$ cat src/rtl/hz_pkg.sv
package hz_pkg;

    localparam int RA_W = 5;

    typedef logic [RA_W-1:0] ridx_t;

    typedef enum logic [1:0] {
        SEL_RF         = 2'd0,
        SEL_EXMEM_ALU  = 2'd1,
        SEL_MEMWB_ALU  = 2'd2,
        SEL_MEMWB_LOAD = 2'd3
    } opsel_e;

    // decoded fields that travel from decode into execute
    typedef struct packed {
        ridx_t rs1;
        ridx_t rs2;
        logic  use1;
        logic  use2;
        ridx_t rd;
        logic  we;
        logic  ld;
    } dec_t;

    // destination information carried further down the pipe
    typedef struct packed {
        ridx_t rd;
        logic  we;
        logic  ld;
    } dst_t;

    function automatic logic dst_hits(dst_t d, ridx_t r);
        return d.we && (d.rd != '0) && (d.rd == r);
    endfunction

    function automatic dst_t to_dst(dec_t x);
        dst_t d;
        d.rd = x.rd;
        d.we = x.we;
        d.ld = x.ld;
        return d;
    endfunction

endpackage

$ cat src/rtl/hz_ctl_pipe.sv
module hz_ctl_pipe
    import hz_pkg::*;
(
    input  logic clk,
    input  logic rst,
    input  logic stall,
    input  dec_t id_dec,
    output dec_t ex_q,
    output dst_t mem_q,
    output dst_t wb_q
);

    always_ff @(posedge clk) begin
        if (rst) begin
            ex_q  <= '0;
            mem_q <= '0;
            wb_q  <= '0;
        end else begin
            ex_q  <= stall ? dec_t'('0) : id_dec;
            mem_q <= to_dst(ex_q);
            wb_q  <= mem_q;
        end
    end

    AST_BUBBLE_ZERO: assert property (@(posedge clk) disable iff (rst)
        stall |=> (ex_q.we == 1'b0 && ex_q.rd == '0 && ex_q.ld == 1'b0));

    AST_DST_ADVANCES: assert property (@(posedge clk) disable iff (rst)
        !$past(rst) |-> (wb_q == $past(mem_q)));

endmodule

$ cat src/rtl/hz_interlock.sv
module hz_interlock
    import hz_pkg::*;
#(
    parameter bit FORWARD = 1'b1
) (
    input  logic  clk,
    input  logic  rst,
    input  ridx_t id_rs1,
    input  ridx_t id_rs2,
    input  logic  id_use1,
    input  logic  id_use2,
    input  dst_t  ex_d,
    input  dst_t  mem_d,
    output logic  stall
);

    logic hit_ex;
    logic hit_mem;

    always_comb begin
        hit_ex  = (id_use1 && dst_hits(ex_d,  id_rs1)) ||
                  (id_use2 && dst_hits(ex_d,  id_rs2));
        hit_mem = (id_use1 && dst_hits(mem_d, id_rs1)) ||
                  (id_use2 && dst_hits(mem_d, id_rs2));
    end

    generate
        if (FORWARD) begin : g_bypass
            // only a load one ahead cannot be covered by a bypass
            assign stall = hit_ex && ex_d.ld;

            AST_STALL_SINGLE: assert property (@(posedge clk) disable iff (rst)
                stall |=> !stall);

            AST_HELD_DEP_IN_MEM: assert property (@(posedge clk) disable iff (rst)
                stall |=> (hit_mem && mem_d.ld));
        end else begin : g_nobypass
            // any producer not yet in writeback blocks the consumer
            assign stall = hit_ex || hit_mem;
        end
    endgenerate

endmodule

$ cat src/rtl/hz_bypass.sv
module hz_bypass
    import hz_pkg::*;
#(
    parameter int XLEN    = 32,
    parameter bit FORWARD = 1'b1
) (
    input  logic            clk,
    input  logic            rst,
    input  ridx_t           src,
    input  logic            src_use,
    input  dst_t            mem_d,
    input  dst_t            wb_d,
    input  logic [XLEN-1:0] rf_val,
    input  logic [XLEN-1:0] exmem_alu,
    input  logic [XLEN-1:0] memwb_alu,
    input  logic [XLEN-1:0] memwb_load,
    output opsel_e          sel,
    output logic [XLEN-1:0] val
);

    generate
        if (FORWARD) begin : g_fwd
            always_comb begin
                if (!src_use || src == '0)
                    sel = SEL_RF;
                else if (dst_hits(mem_d, src))
                    sel = SEL_EXMEM_ALU;      // younger producer wins
                else if (dst_hits(wb_d, src))
                    sel = wb_d.ld ? SEL_MEMWB_LOAD : SEL_MEMWB_ALU;
                else
                    sel = SEL_RF;
            end
        end else begin : g_rf_only
            assign sel = SEL_RF;
        end
    endgenerate

    always_comb begin
        unique case (sel)
            SEL_EXMEM_ALU:  val = exmem_alu;
            SEL_MEMWB_ALU:  val = memwb_alu;
            SEL_MEMWB_LOAD: val = memwb_load;
            default:        val = (src == '0) ? '0 : rf_val;
        endcase
    end

    AST_ZERO_REG_NO_FWD: assert property (@(posedge clk) disable iff (rst)
        (src == '0) |-> (sel == SEL_RF && val == '0));

    AST_NO_EXMEM_LOAD: assert property (@(posedge clk) disable iff (rst)
        (sel == SEL_EXMEM_ALU) |-> !mem_d.ld);

    AST_UNUSED_SRC_RF: assert property (@(posedge clk) disable iff (rst)
        !src_use |-> (sel == SEL_RF));

endmodule

$ cat src/rtl/hz_fwd_unit.sv
module hz_fwd_unit
    import hz_pkg::*;
#(
    parameter int XLEN    = 32,
    parameter bit FORWARD = 1'b1
) (
    input  logic                 clk,
    input  logic                 rst,
    input  logic [RA_W-1:0]      id_rs1,
    input  logic [RA_W-1:0]      id_rs2,
    input  logic                 id_use1,
    input  logic                 id_use2,
    input  logic [RA_W-1:0]      id_rd,
    input  logic                 id_we,
    input  logic                 id_ld,
    input  logic [XLEN-1:0]      rf_a,
    input  logic [XLEN-1:0]      rf_b,
    input  logic [XLEN-1:0]      exmem_alu,
    input  logic [XLEN-1:0]      memwb_alu,
    input  logic [XLEN-1:0]      memwb_load,
    output logic                 stall,
    output logic [1:0]           sel_a,
    output logic [1:0]           sel_b,
    output logic [XLEN-1:0]      op_a,
    output logic [XLEN-1:0]      op_b,
    output logic                 ex_we,
    output logic [RA_W-1:0]      ex_rd
);

    localparam int NOPS = 2;

    dec_t id_dec;
    dec_t ex_q;
    dst_t mem_q;
    dst_t wb_q;

    always_comb begin
        id_dec.rs1  = id_rs1;
        id_dec.rs2  = id_rs2;
        id_dec.use1 = id_use1;
        id_dec.use2 = id_use2;
        id_dec.rd   = id_rd;
        id_dec.we   = id_we;
        id_dec.ld   = id_ld;
    end

    hz_ctl_pipe i_pipe (
        .clk    (clk),
        .rst    (rst),
        .stall  (stall),
        .id_dec (id_dec),
        .ex_q   (ex_q),
        .mem_q  (mem_q),
        .wb_q   (wb_q)
    );

    hz_interlock #(.FORWARD(FORWARD)) i_lock (
        .clk     (clk),
        .rst     (rst),
        .id_rs1  (id_rs1),
        .id_rs2  (id_rs2),
        .id_use1 (id_use1),
        .id_use2 (id_use2),
        .ex_d    (to_dst(ex_q)),
        .mem_d   (mem_q),
        .stall   (stall)
    );

    ridx_t           src_v [NOPS];
    logic            use_v [NOPS];
    logic [XLEN-1:0] rf_v  [NOPS];
    logic [XLEN-1:0] op_v  [NOPS];
    opsel_e          sel_v [NOPS];

    always_comb begin
        src_v[0] = ex_q.rs1;
        src_v[1] = ex_q.rs2;
        use_v[0] = ex_q.use1;
        use_v[1] = ex_q.use2;
        rf_v[0]  = rf_a;
        rf_v[1]  = rf_b;
    end

    for (genvar g = 0; g < NOPS; g++) begin : g_opnd
        hz_bypass #(.XLEN(XLEN), .FORWARD(FORWARD)) i_byp (
            .clk        (clk),
            .rst        (rst),
            .src        (src_v[g]),
            .src_use    (use_v[g]),
            .mem_d      (mem_q),
            .wb_d       (wb_q),
            .rf_val     (rf_v[g]),
            .exmem_alu  (exmem_alu),
            .memwb_alu  (memwb_alu),
            .memwb_load (memwb_load),
            .sel        (sel_v[g]),
            .val        (op_v[g])
        );
    end

    assign sel_a = sel_v[0];
    assign sel_b = sel_v[1];
    assign op_a  = op_v[0];
    assign op_b  = op_v[1];
    assign ex_we = ex_q.we;
    assign ex_rd = ex_q.rd;

    AST_RESET_QUIET: assert property (@(posedge clk)
        rst |=> (!ex_we && sel_a == 2'd0 && sel_b == 2'd0));

    AST_STALL_BUBBLE_PORT: assert property (@(posedge clk) disable iff (rst)
        stall |=> (!ex_we && ex_rd == '0));

endmodule

$ cat config.mk
export PLATFORM = sky130hd
export DESIGN_NAME = hz_fwd_unit
export DESIGN_NICKNAME = d
export VERILOG_FILES = /design/src/rtl/hz_pkg.sv /design/src/rtl/hz_ctl_pipe.sv /design/src/rtl/hz_interlock.sv /design/src/rtl/hz_bypass.sv /design/src/rtl/hz_fwd_unit.sv
export SDC_FILE = /design/constraint.sdc
export NUM_CORES = 1
export LEC_CHECK = 0
export CORE_MARGIN = 3
export CORE_UTILIZATION = 36
export DETAILED_ROUTE_END_ITERATION = 7
export HOLD_SLACK_MARGIN = 0.05
export PLACE_DENSITY = 0.88
export SYNTH_ARGS = -nofsm -noshare
export SYNTH_HDL_FRONTEND = slang
export SYNTH_SLANG_ARGS = --single-unit
$ cat constraint.sdc
create_clock -name clk -period 5.81 [get_ports clk]
set_input_delay 1.743 -clock clk [delete_from_list [all_inputs] [get_ports clk]]
set_output_delay 1.743 -clock clk [all_outputs]
set_load 0.02 [all_outputs]
# After elaboration in Yosys (flattened, before gate mapping)

Cells that the tools add are included.

Output and inout bits: 75
Register bits after elaboration: 33
Word-level logic and storage cells: 59
Input bits: 181

Eq/ne operators: 12
Multiplexer cells: 11
Reduce and logical (&&, ||, !) cells: 23

Operators with widths:

| operator                                                        | count |
|---|---|
| 32-bit case mux with 3 select lines                             | 2 |
| 32-bit 2-to-1 mux                                               | 2 |
| 5-bit == test                                                   | 6 |
| 5-bit nonzero test                                              | 3 |
| 1-bit logical AND                                               | 12 |
| 2-bit 2-to-1 mux                                                | 6 |
| 5-bit logical NOT                                               | 2 |
| 2-bit == test, second input constant                            | 4 |
| 2-bit by 1-bit == test with 1-bit output, second input constant | 2 |
| 1-bit logical OR                                                | 3 |
| 1-bit logical NOT                                               | 2 |
| 2-bit OR reduction                                              | 1 |
| 1-bit 2-to-1 mux                                                | 1 |

# Logic depth before layout (Yosys ltp)

Gate-level depths: netlist of run 1.

Depth after elaboration: 8
Mapped depth: 8
Gate-level depth less buffers: 6

# By module

A second synthesis of run 1 with hierarchy kept.

Cell total of the unflattened synthesis: 448
Area, all modules: 3459.6 um^2

By module, submodules not included:

| module       | area an instance (um^2) | cells an instance | instances | seq. area each (um^2) |
|---|---|---|---|---|
| hz_bypass    | 1166.1                  | 180               | 2         | 0.0 |
| hz_ctl_pipe  | 992.2                   | 71                | 1         | 660.6 |
| hz_interlock | 135.1                   | 17                | 1         | 0.0 |

# Least setup slack after synthesis of run 1

Ideal clock, no wire load.

Path type: input to output
From: input port id_rs2[3]
To: output port stall
Path slack: 1.400 ns
Required time: 4.067 ns
Path buffers: 0
Data arrival time: 2.667 ns
Stages: 4
Path through: xor2_1 -> nor4_1 -> nand3_1 -> a21oi_1

Longest elaborated chain between the ends: 5

Ends and longest elaborated chain:

| item              | line               | source |
|---|---|---|
| from (decl)       | hz_fwd_unit.sv:10  | `input logic [RA_W-1:0] id_rs2,` |
| 5-bit == test     | hz_pkg.sv:33       | `return d.we && (d.rd != '0) && (d.rd == r);` |
| 1-bit logical AND | hz_pkg.sv:33       |  |
| 1-bit logical AND | hz_interlock.sv:22 | `(id_use2 && dst_hits(ex_d, id_rs2));` |
| 1-bit logical OR  | hz_interlock.sv:21 | `hit_ex = (id_use1 && dst_hits(ex_d, id_rs1)) \|\|` |
| 1-bit logical AND | hz_interlock.sv:30 | `assign stall = hit_ex && ex_d.ld;` |
| to (decl)         | hz_fwd_unit.sv:21  | `output logic stall,` |

Every way passes these cells.

# Worst setup path after layout of run 1

From: input port id_rs1[2]
To: output port stall

Longest elaborated chain between the ends: 5

Ends and longest elaborated chain:

| item              | line               | source |
|---|---|---|
| from (decl)       | hz_fwd_unit.sv:9   | `input logic [RA_W-1:0] id_rs1,` |
| 5-bit == test     | hz_pkg.sv:33       |  |
| 1-bit logical AND | hz_pkg.sv:33       |  |
| 1-bit logical AND | hz_interlock.sv:21 |  |
| 1-bit logical OR  | hz_interlock.sv:21 |  |
| 1-bit logical AND | hz_interlock.sv:30 |  |

Every way passes these cells.

==> results of run 1 <==
synth_stat cells (all sizes together), types with 4 or more instances:
library cell | n | share of area (%)
and2 | 85 | 17
mux2 | 32 | 12
xor2 | 10 | 2.8
buf | 25 | 7.2
nor2b | 14 | 2.8
a221o | 64 | 21
xnor2 | 20 | 5.7
clkbuf | 6 | 0.73
nor3 | 5 | 0.98
dfxtp | 33 | 21
nand2 | 10 | 1.4
nor2 | 10 | 2.3
nand4 | 4 | 0.81
cells by family (layout without fill, tap and decap cells):
group | count (synthesis) | after routing | synth area share [%]
buffers and inverters | 31 | 266 | 7.89
flip-flops | 33 | 33 | 21.5
other | 0 | 1 | 0
multiplexers | 32 | 32 | 11.7
AO/OA/AOI/OAI | 70 | 70 | 21.9
XOR/XNOR | 30 | 30 | 8.54
AND/OR/NAND/NOR | 138 | 138 | 28.5
power by group through the flow:
stage / Combinational [W] / Sequential (W) / Clock (W)
after floorplan: 0.000168 / 0.000251 / 0
after global routing: 0.000400 / 0.000253 / 0.000176
after CTS: 0.000382 / 0.000252 / 0.000160
final: 0.000382 / 0.000252 / 0.000157
after detailed placement: 0.000381 / 0.000256 / 0
after global placement: 0.000375 / 0.000256 / 0
metal layers:
| layer | global-route usage (%) | wire length, um |
|---|---|---|
| met5 | 0 | 36 |
| met4 | 6.72 | 365 |
| met3 | 12.3 | 1690 |
| met2 | 49.6 | 7160 |
| met1 | 30.3 | 5080 |
through the flow:
| step | cells | utilization [%] | worst slack (ps) | area [um2] |
|---|---|---|---|---|
| after CTS | 674 | 68.1 | 350 | 5620 |
| after floorplan | 334 | - | 1400 | 3080 |
| after detailed placement | 666 | 67.1 | 415 | 5540 |
| final | 675 | 68.1 | 390 | 5620 |
| after global routing | 674 | 68.1 | 283 | 5620 |
| after global placement | 666 | 67.1 | 474 | 5540 |
final cells by class:
| class | instances | area, um2 | area share [%] |
|---|---|---|---|
| repair buffers | 258 | 2570 | 45.8 |
| multi-input cells | 270 | 2170 | 38.6 |
| flip-flops and latches | 33 | 662 | 11.8 |
| well taps | 105 | 131 | 2.34 |
| clock buffers | 8 | 80.1 | 1.42 |
| diodes | 1 | 2.50 | 0.0445 |
sequential cells by signal, indices dropped and copies added (netlist names):
register      cells
i_pipe.mem_q      7
i_pipe.ex_q      19
i_pipe.wb_q       7
worst reg2reg max path, cell delays in order (launching register included):
cell and delay (ps):
dfxtp_1 380, or4_1 520, o211ai_1 200, a21oi_1 90, nor2_2 400, and2_1 220
final timing paths:
kind / slack, ps / to / start
hold / removal: 430 / i_pipe.wb_q[0]$_SDFF_PP0_ / i_pipe.mem_q[0]$_SDFF_PP0_
hold reg to reg: 430 / i_pipe.wb_q[0]$_SDFF_PP0_ / i_pipe.mem_q[0]$_SDFF_PP0_
setup / recovery: 390 / stall / id_rs1[2]
setup reg to reg: 3940 / i_pipe.ex_q[8]$_SDFF_PP0_ / i_pipe.ex_q[4]$_SDFF_PP0_
==> flow_metrics.tcl, run 1 <==
set metrics [dict create \
    status "finished, final reports clean" \
    clock-sinks 33 \
    fmax_mhz 184 \
    ys_ff_latch 33 \
    slowest_delay_ps 650 \
    wl_per_cell_um 21.2 \
    die_h_um 98.4 \
    grt_pass1_wl_um 21100 \
    path_delay_family "buffers and inverters" \
    cts_buffer_depth 2 \
    cts_tree "built" \
    setup-violations-final 0 \
    seqPwrFrac_pct 31.8 \
    fin_crit_sh_pct 93.3 \
    layout_common_cells "clkdlybuf4s50_1 (255), a221o_1 (64), and2_0 (58)" \
    cp-start-kind "input port" \
    p_switching_w 0.000235 \
    peakVddDrop_mv 0.182 \
    root_buffer "clkbuf_8" \
    syn2layout_area_growth_pct 82.8 \
    clkLatencyLatePin_ps 270 \
    crit_buf_inv 2 \
    pin_count 256 \
    hold_buffers 0 \
    switching_share_pct 29.7 \
    crit_cells 6 \
    syn_area_mm2 0.00308 \
    drv_slew 0 \
    syn_inst 334 \
    synth_edf_count 0 \
    vias 3657 \
    hold_violations 0 \
    rsz0062_at_grt "no" \
    gp_congestion 0.912 \
    grt_max_degree 35 \
    drive_gt1_share_pct 9.49 \
    crit_slowest_cell "clkdlybuf4s50_1" \
    post-cts-setup-buffers 0 \
    clkPwrFrac_pct 19.8 \
    htree_levels 2 \
    crit_path_end_kind "output port" \
    viasPerCell 5.42 \
    holdWs_ps 434 \
    power_frac_comb_pct 48.3 \
    worstPathArrival_ps 3680 \
    max_slew.worst_pin.slew_ps 905 \
    cts_resized 0 \
    crit_type "in -> out" \
    async_flop_share_pct 0 \
    clk_pin_slew_ps 60 \
    layout_min_cycle_time_ps 5420 \
    hold_path.class "reg -> reg" \
    final_common_cell "clkdlybuf4s50_1" \
    antenna_found_initial 4 \
    cell_internal_pwr_w 0.000556 \
    yosysUniqueCellTypes 28 \
    die_area_mm2 0.00969 \
    seq_area_frac_synth_pct 21.5 \
    drc_errors 0 \
    synthesis.nets 515 \
    grt_usage_pct 27.8 \
    initial_utilization_pct 37.2 \
    rows 33 \
    finalSetupTns_ps 0 \
    synth-warning-count 0 \
    cpMostUsedCell "clkdlybuf4s50_1" \
    crit_fanout 2 \
    crit_required_ps 4070 \
    core_mm2 0.00826 \
    ant_nets 0 \
    numPortBuffers 255 \
    ff2ff_path_depth 5 \
    dieWidth_um 98.4 \
    power_w 0.000790 \
    fin_skew_ps 4.08 \
    cts_made_buffers 5 \
    grt_pass1_vias 3761 \
    syn_avg_cell_area_um2 9.21 \
    synthFlopType "dfxtp_1" \
    drv_cap 0 \
    p_leak_nw 2.01 \
    crit_path_cell_trace "clkdlybuf4s50_1 > xor2_1 > nor4_1 > nand3_1 > a21oi_1 > clkdlybuf4s50_1" \
    first_iter_violations 139 \
    nets 749 \
    first_pass_iters 4 \
    hold-path-cell-count 1 \
    p_per_area_mw_per_mm2 141 \
    grt-ovfl-total 0 \
    dp_hpwl_um 11800 \
    wirelength_um 14300 \
    fillers 660 \
    relSlewSlack_pct 39.5 \
]
No activity file was read; power rests on OpenSTA's default activity.
==> run 2: changes to the inputs <==
--- a/config.mk
+++ b/config.mk
@@ -5,11 +5,12 @@
 export SDC_FILE = /design/constraint.sdc
 export NUM_CORES = 1
 export LEC_CHECK = 0
-export CORE_MARGIN = 3
-export CORE_UTILIZATION = 36
+export CORE_AREA = 3 3 98 100
 export DETAILED_ROUTE_END_ITERATION = 7
+export DIE_AREA = 0 0 101 103
+export DONT_BUFFER_PORTS = 1
 export HOLD_SLACK_MARGIN = 0.05
-export PLACE_DENSITY = 0.88
+export SETUP_SLACK_MARGIN = 0.3
 export SYNTH_ARGS = -nofsm -noshare
 export SYNTH_HDL_FRONTEND = slang
 export SYNTH_SLANG_ARGS = --single-unit
==> run 2 against run 1 <==
  * Final cell count is 37% lower
  * First-iteration DRC count is 41% lower
  * Non-clock buffer count is 254 lower
  * Die area is 7.4% higher
  * Clock power is 4% higher
  * Fmax is 16% higher
  * Count of clock-buffer cells in the layout is 1 lower
  * Register-to-register slack worse by 250 ps
  * Final area is 45% lower
  * Highest routed layer unchanged
==> flow_metrics.tcl, run 2 (synthesis results as in run 1) <==
set metrics [dict create \
    dp.cells 415 \
    max_slew.worst_pin.slew_ps 979 \
    grt-ovfl-total 0 \
    rsz0062_at_grt "no" \
    fmax_mhz 214 \
    setup-violations-final 0 \
    cts_tree "built" \
    wirelength_um 10900 \
    stdcell_count 422 \
    cp-start-kind "register" \
    ant_nets 0 \
    antenna_cells 0 \
    top_register "i_pipe.ex_q" \
    status "finished, final reports clean" \
    r2r-end "i_pipe.ex_q[9]$_SDFF_PP0_" \
    peakVddDrop_mv 0.251 \
    drc_errors 0 \
    hold_buffers 0 \
    die_area_mm2 0.0104 \
    drive_gt1_share_pct 17.5 \
    worstPathArrival_ps 2930 \
    antenna_found_initial 4 \
    gp_congestion 0.862 \
    layout_common_cells "a221o_1 (64), and2_0 (58), dfxtp_1 (33)" \
    dpl_cell_area_mm2 0.00300 \
    wl_per_cell_um 25.9 \
    crit_fanout 22 \
    drv_cap 0 \
    grt_usage_pct 18.9 \
    final_common_cell "a221o_1" \
    grt_pass1_vias 2513 \
    hold_path.class "reg -> reg" \
    htree_levels 2 \
    crit_path_end_kind "output port" \
    relSlewSlack_pct 34.6 \
    first_pass_iters 4 \
    grt_max_degree 35 \
    root_buffer "clkbuf_8" \
    rr_startpoint "i_pipe.ex_q[5]$_SDFF_PP0_" \
    clock-sinks 33 \
    numPortBuffers 0 \
    pin_count 256 \
    layout_min_cycle_time_ps 4670 \
    largest_reg_flops 19 \
    p_leak_nw 1.03 \
    startpoint "i_pipe.wb_q[2]$_SDFF_PP0_" \
    finalSetupTns_ps 0 \
    fin_crit_sh_pct 80.4 \
    first_iter_violations 82 \
    cts_made_buffers 5 \
    holdWs_ps 437 \
    rows 34 \
    endpoint "op_a[22]" \
    grt_pass1_wl_um 14900 \
    drv_slew 0 \
    post-cts-setup-buffers 0 \
    dieWidth_um 101 \
    hold_violations 0 \
    p_per_area_mw_per_mm2 192 \
    dp_hpwl_um 9080 \
    syn2layout_area_growth_pct 0.285 \
    nets 495 \
    fin_skew_ps 2.92 \
    initial_utilization_pct 35.1 \
    crit_type "reg -> out" \
    clk_pin_slew_ps 60 \
    cts_buffer_depth 2 \
    cts_resized 0 \
    viasPerCell 6.18 \
    stdcell_area_mm2 0.00308 \
    core_mm2 0.00876 \
    clkLatencyLatePin_ps 270 \
    vias 2606 \
    crit_required_ps 4070 \
    largestRegisters "i_pipe.ex_q (19), i_pipe.mem_q (7), i_pipe.wb_q (7)" \
    r2r_slack_ps 3690 \
    die_h_um 103 \
    ff2ff_path_depth 6 \
]
run 2: critical path, cell delays in order, from the launching register on:
cell,delay (ps)
dfxtp_1,340
or4_1,540
nor2_2,180
nor4_4,80
o21ai_1,120
and2_1,740
buf_4,330
a221o_1,310
run 2: final cells by class:
type                    instances  area (um2)
clock buffers                   7        86.3
fillers                       920        5680
well taps                     108         135
multi-input cells             270        2170
flip-flops and latches         33         661
repair buffers                  4        30.0
run 2: metal layers:
layer,wire length [um],track usage (%)
met1,4040,22.9
met2,5500,31.7
met3,1250,8.46
met4,73,2.35
met5,73,0
run 2: power by group:
group	total (W)	switching [W]	internal, W
combinational	0.000176	0.000108	0.0000687
clock	0.000164	0.0000701	0.0000937
sequential	0.000252	0.0000153	0.000237
run 2: worst min-delay path by stage:
stage / startpoint / end / slack, ps / cells after the start
3_5_place_dp: i_pipe.mem_q[0]$_SDFF_PP0_ / i_pipe.wb_q[0]$_SDFF_PP0_ / 430 / 1
5_1_grt: i_pipe.mem_q[0]$_SDFF_PP0_ / i_pipe.wb_q[0]$_SDFF_PP0_ / 460 / 1
4_1_cts: i_pipe.mem_q[0]$_SDFF_PP0_ / i_pipe.wb_q[0]$_SDFF_PP0_ / 440 / 1
3_3_place_gp: i_pipe.mem_q[0]$_SDFF_PP0_ / i_pipe.wb_q[0]$_SDFF_PP0_ / 420 / 1
2_1_floorplan: i_pipe.mem_q[0]$_SDFF_PP0_ / i_pipe.wb_q[0]$_SDFF_PP0_ / 410 / 1
6_report: i_pipe.mem_q[0]$_SDFF_PP0_ / i_pipe.wb_q[0]$_SDFF_PP0_ / 440 / 1
run 2: through the flow:
step                      util, %  total power (W)  worst slack (ps)
after floorplan                 -         0.000418              1400
after global placement       34.2         0.000434              1300
after detailed placement     34.2         0.000436              1300
after CTS                    35.2         0.000601              1130
after global routing         35.2         0.000623               981
final                        35.2         0.000593              1140
==> run 3: changes to the inputs <==
==> constraint.sdc (replaced) <==
create_clock -name clk -period 4.07 [get_ports clk]
set_input_delay 1.221 -clock clk [delete_from_list [all_inputs] [get_ports clk]]
set_output_delay 1.221 -clock clk [all_outputs]
set_load 0.02 [all_outputs]
==> run 3 against run 2 <==
  * Clock power is 91% higher
  * Critical path depth is the same
  * Largest cell class unchanged
  * Final cell count grew 1.4%
  * Critical path type unchanged
==> flow_metrics.tcl, run 3 (synthesis results as in run 1) <==
set metrics [dict create \
    switching_share_pct 31.4 \
    crit_path_end_kind "output port" \
    vias 2680 \
    max_slew.worst_pin.slew_ps 598 \
    grt_pass1_vias 2509 \
    cts_made_buffers 5 \
    rows 34 \
    r2r_slack_ps 1920 \
    clk_pin_slew_ps 70 \
    ant_nets 0 \
    crit_buf_inv 1 \
    root_buffer "clkbuf_8" \
    power_frac_comb_pct 27.9 \
    setup-violations-final 0 \
    rr_startpoint "i_pipe.ex_q[5]$_SDFF_PP0_" \
    drv_cap 0 \
    ff2ff_path_depth 6 \
    hold_violations 0 \
    crit_path_cell_trace "or4_1 > nor2_2 > or3_4 > nand2_2 > nor2_4 > buf_4 > a221o_1" \
    core_mm2 0.00876 \
    grt_pass1_wl_um 14700 \
    cts_buffer_depth 2 \
    initial_utilization_pct 35.1 \
    grt_usage_pct 18.8 \
    path_delay_family "simple AND/OR/NAND/NOR gates" \
    wl_per_cell_um 26.8 \
    viasPerCell 6.26 \
    layout_min_cycle_time_ps 3660 \
    multi_input_area_mm2 0.00219 \
    p_switching_w 0.000293 \
    clock-sinks 33 \
    drc_errors 0 \
    hold_buffers 0 \
    relSlewSlack_pct 60.0 \
    fillers 873 \
    dp_hpwl_um 9210 \
    htree_levels 2 \
    nets 499 \
    fmax_mhz 274 \
    fin_skew_ps 4.77 \
    drv_slew 0 \
    p_per_area_mw_per_mm2 291 \
    status "finished, final reports clean" \
    dieWidth_um 101 \
    slowest_delay_ps 540 \
    die_h_um 103 \
    largestRegisters "i_pipe.ex_q (19), i_pipe.mem_q (7), i_pipe.wb_q (7)" \
    startpoint "i_pipe.mem_q[2]$_SDFF_PP0_" \
    crit_type "reg -> out" \
    peakVddDrop_mv 0.223 \
    r2r-end "i_pipe.ex_q[8]$_SDFF_PP0_" \
    dp_slack_ps 463 \
    layout_setup_ws_ps 414 \
    grt-ovfl-total 0 \
    layout_common_cells "a221o_1 (62), and2_0 (58), dfxtp_1 (33)" \
    min_from "i_pipe.mem_q[0]$_SDFF_PP0_" \
    hold_path.class "reg -> reg" \
    largest_reg_flops 19 \
    die_area_mm2 0.0104 \
    wirelength_um 11500 \
    worstPathArrival_ps 2430 \
    hold-path-cell-count 1 \
    numPortBuffers 0 \
    seqPwrFrac_pct 38.5 \
    rsz0062_at_grt "no" \
    min_to "i_pipe.wb_q[0]$_SDFF_PP0_" \
    drive_gt1_share_pct 20.1 \
    crit_fanout 33 \
    final_common_cell "a221o_1" \
    first_iter_violations 127 \
    fin_crit_sh_pct 89.8 \
    crit_required_ps 2850 \
    clkLatencyLatePin_ps 280 \
    clkPwrFrac_pct 33.6 \
    cts_tree "built" \
    pin_count 256 \
    syn2layout_area_growth_pct 4.39 \
    regArea_um2 661 \
    grt_max_degree 35 \
    top_register "i_pipe.ex_q" \
    cell_internal_pwr_w 0.000641 \
    cp-start-kind "register" \
    p_leak_nw 1.08 \
    crit_slowest_cell "or4_1" \
    first_pass_iters 5 \
    antenna_found_initial 3 \
    gp_congestion 0.886 \
    finalSetupTns_ps 0 \
]
## run 3: cell count changes in the layout (fill, tap and decap cells not counted), sizes merged
cell | previous run | this run
diode | 0 | 1
bufinv | 0 | 1
nor2 | 10 | 11
buf | 4 | 7
## run 3: what timing repair did
item                                    4_1_cts  5_1_grt
pin swaps                                     1        3
buffers inserted                              2        0
endpoints found under the setup margin       33       57
resized for setup                             1        5
gates cloned                                  0        1
## run 3: worst reg2reg max path, cell delays in order, from the launching register on
cell and delay, ps:
dfxtp_1 550, xor2_1 120, nor4_1 280, nand3_1 130, a21oi_1 500, nor2_2 230
and2_1 240
## run 3: area by class of cell
cell class | count | share of cell area [%]
Sequential cell | 33 | 20.6
Antenna cell | 1 | 0.0779
Tap cell | 108 | 4.21
Multi-Input combinational cell | 271 | 68.3
Timing Repair Buffer | 7 | 3.20
Clock inverter | 1 | 0.935
Clock buffer | 7 | 2.69
## run 3: worst max path at each step
stage                          end  slack (ps)  cells after the start
after floorplan              stall         700                      4
after global placement    op_a[20]         490                      6
after detailed placement  op_a[20]         460                      6
after CTS                  op_b[2]         330                      6
after global routing      op_a[21]         320                      7
final                     op_a[20]         410                      7
## run 3: power by group through the flow
stage	registers (W)	clock network, W	logic, W
4_1_cts	0.000360	0.000322	0.000260
2_1_floorplan	0.000358	0	0.000239
6_report	0.000360	0.000314	0.000261
3_5_place_dp	0.000367	0	0.000259
3_3_place_gp	0.000367	0	0.000256
5_1_grt	0.000362	0.000336	0.000275
## run 3: routing by layer
| metal | global-route usage [%] | up-vias | part of all wire (%) |
|---|---|---|---|
| li1 | - | 1207 | - |
| met1 | 22.3 | 1250 | 37 |
| met2 | 31.9 | 196 | 49 |
| met3 | 7.24 | 23 | 11 |
| met4 | 4.60 | 4 | 1.7 |
| met5 | 0 | - | 0.30 |
## run 3: through the flow
step	utilization (%)	area (um2)	hold slack, ps	instances	power, W
2_1_floorplan	-	3080	414	334	0.000597
3_3_place_gp	34.7	3040	420	416	0.000623
3_5_place_dp	34.7	3040	422	416	0.000625
4_1_cts	36.4	3190	438	426	0.000941
5_1_grt	36.6	3210	453	427	0.000973
6_report	36.6	3210	436	428	0.000935
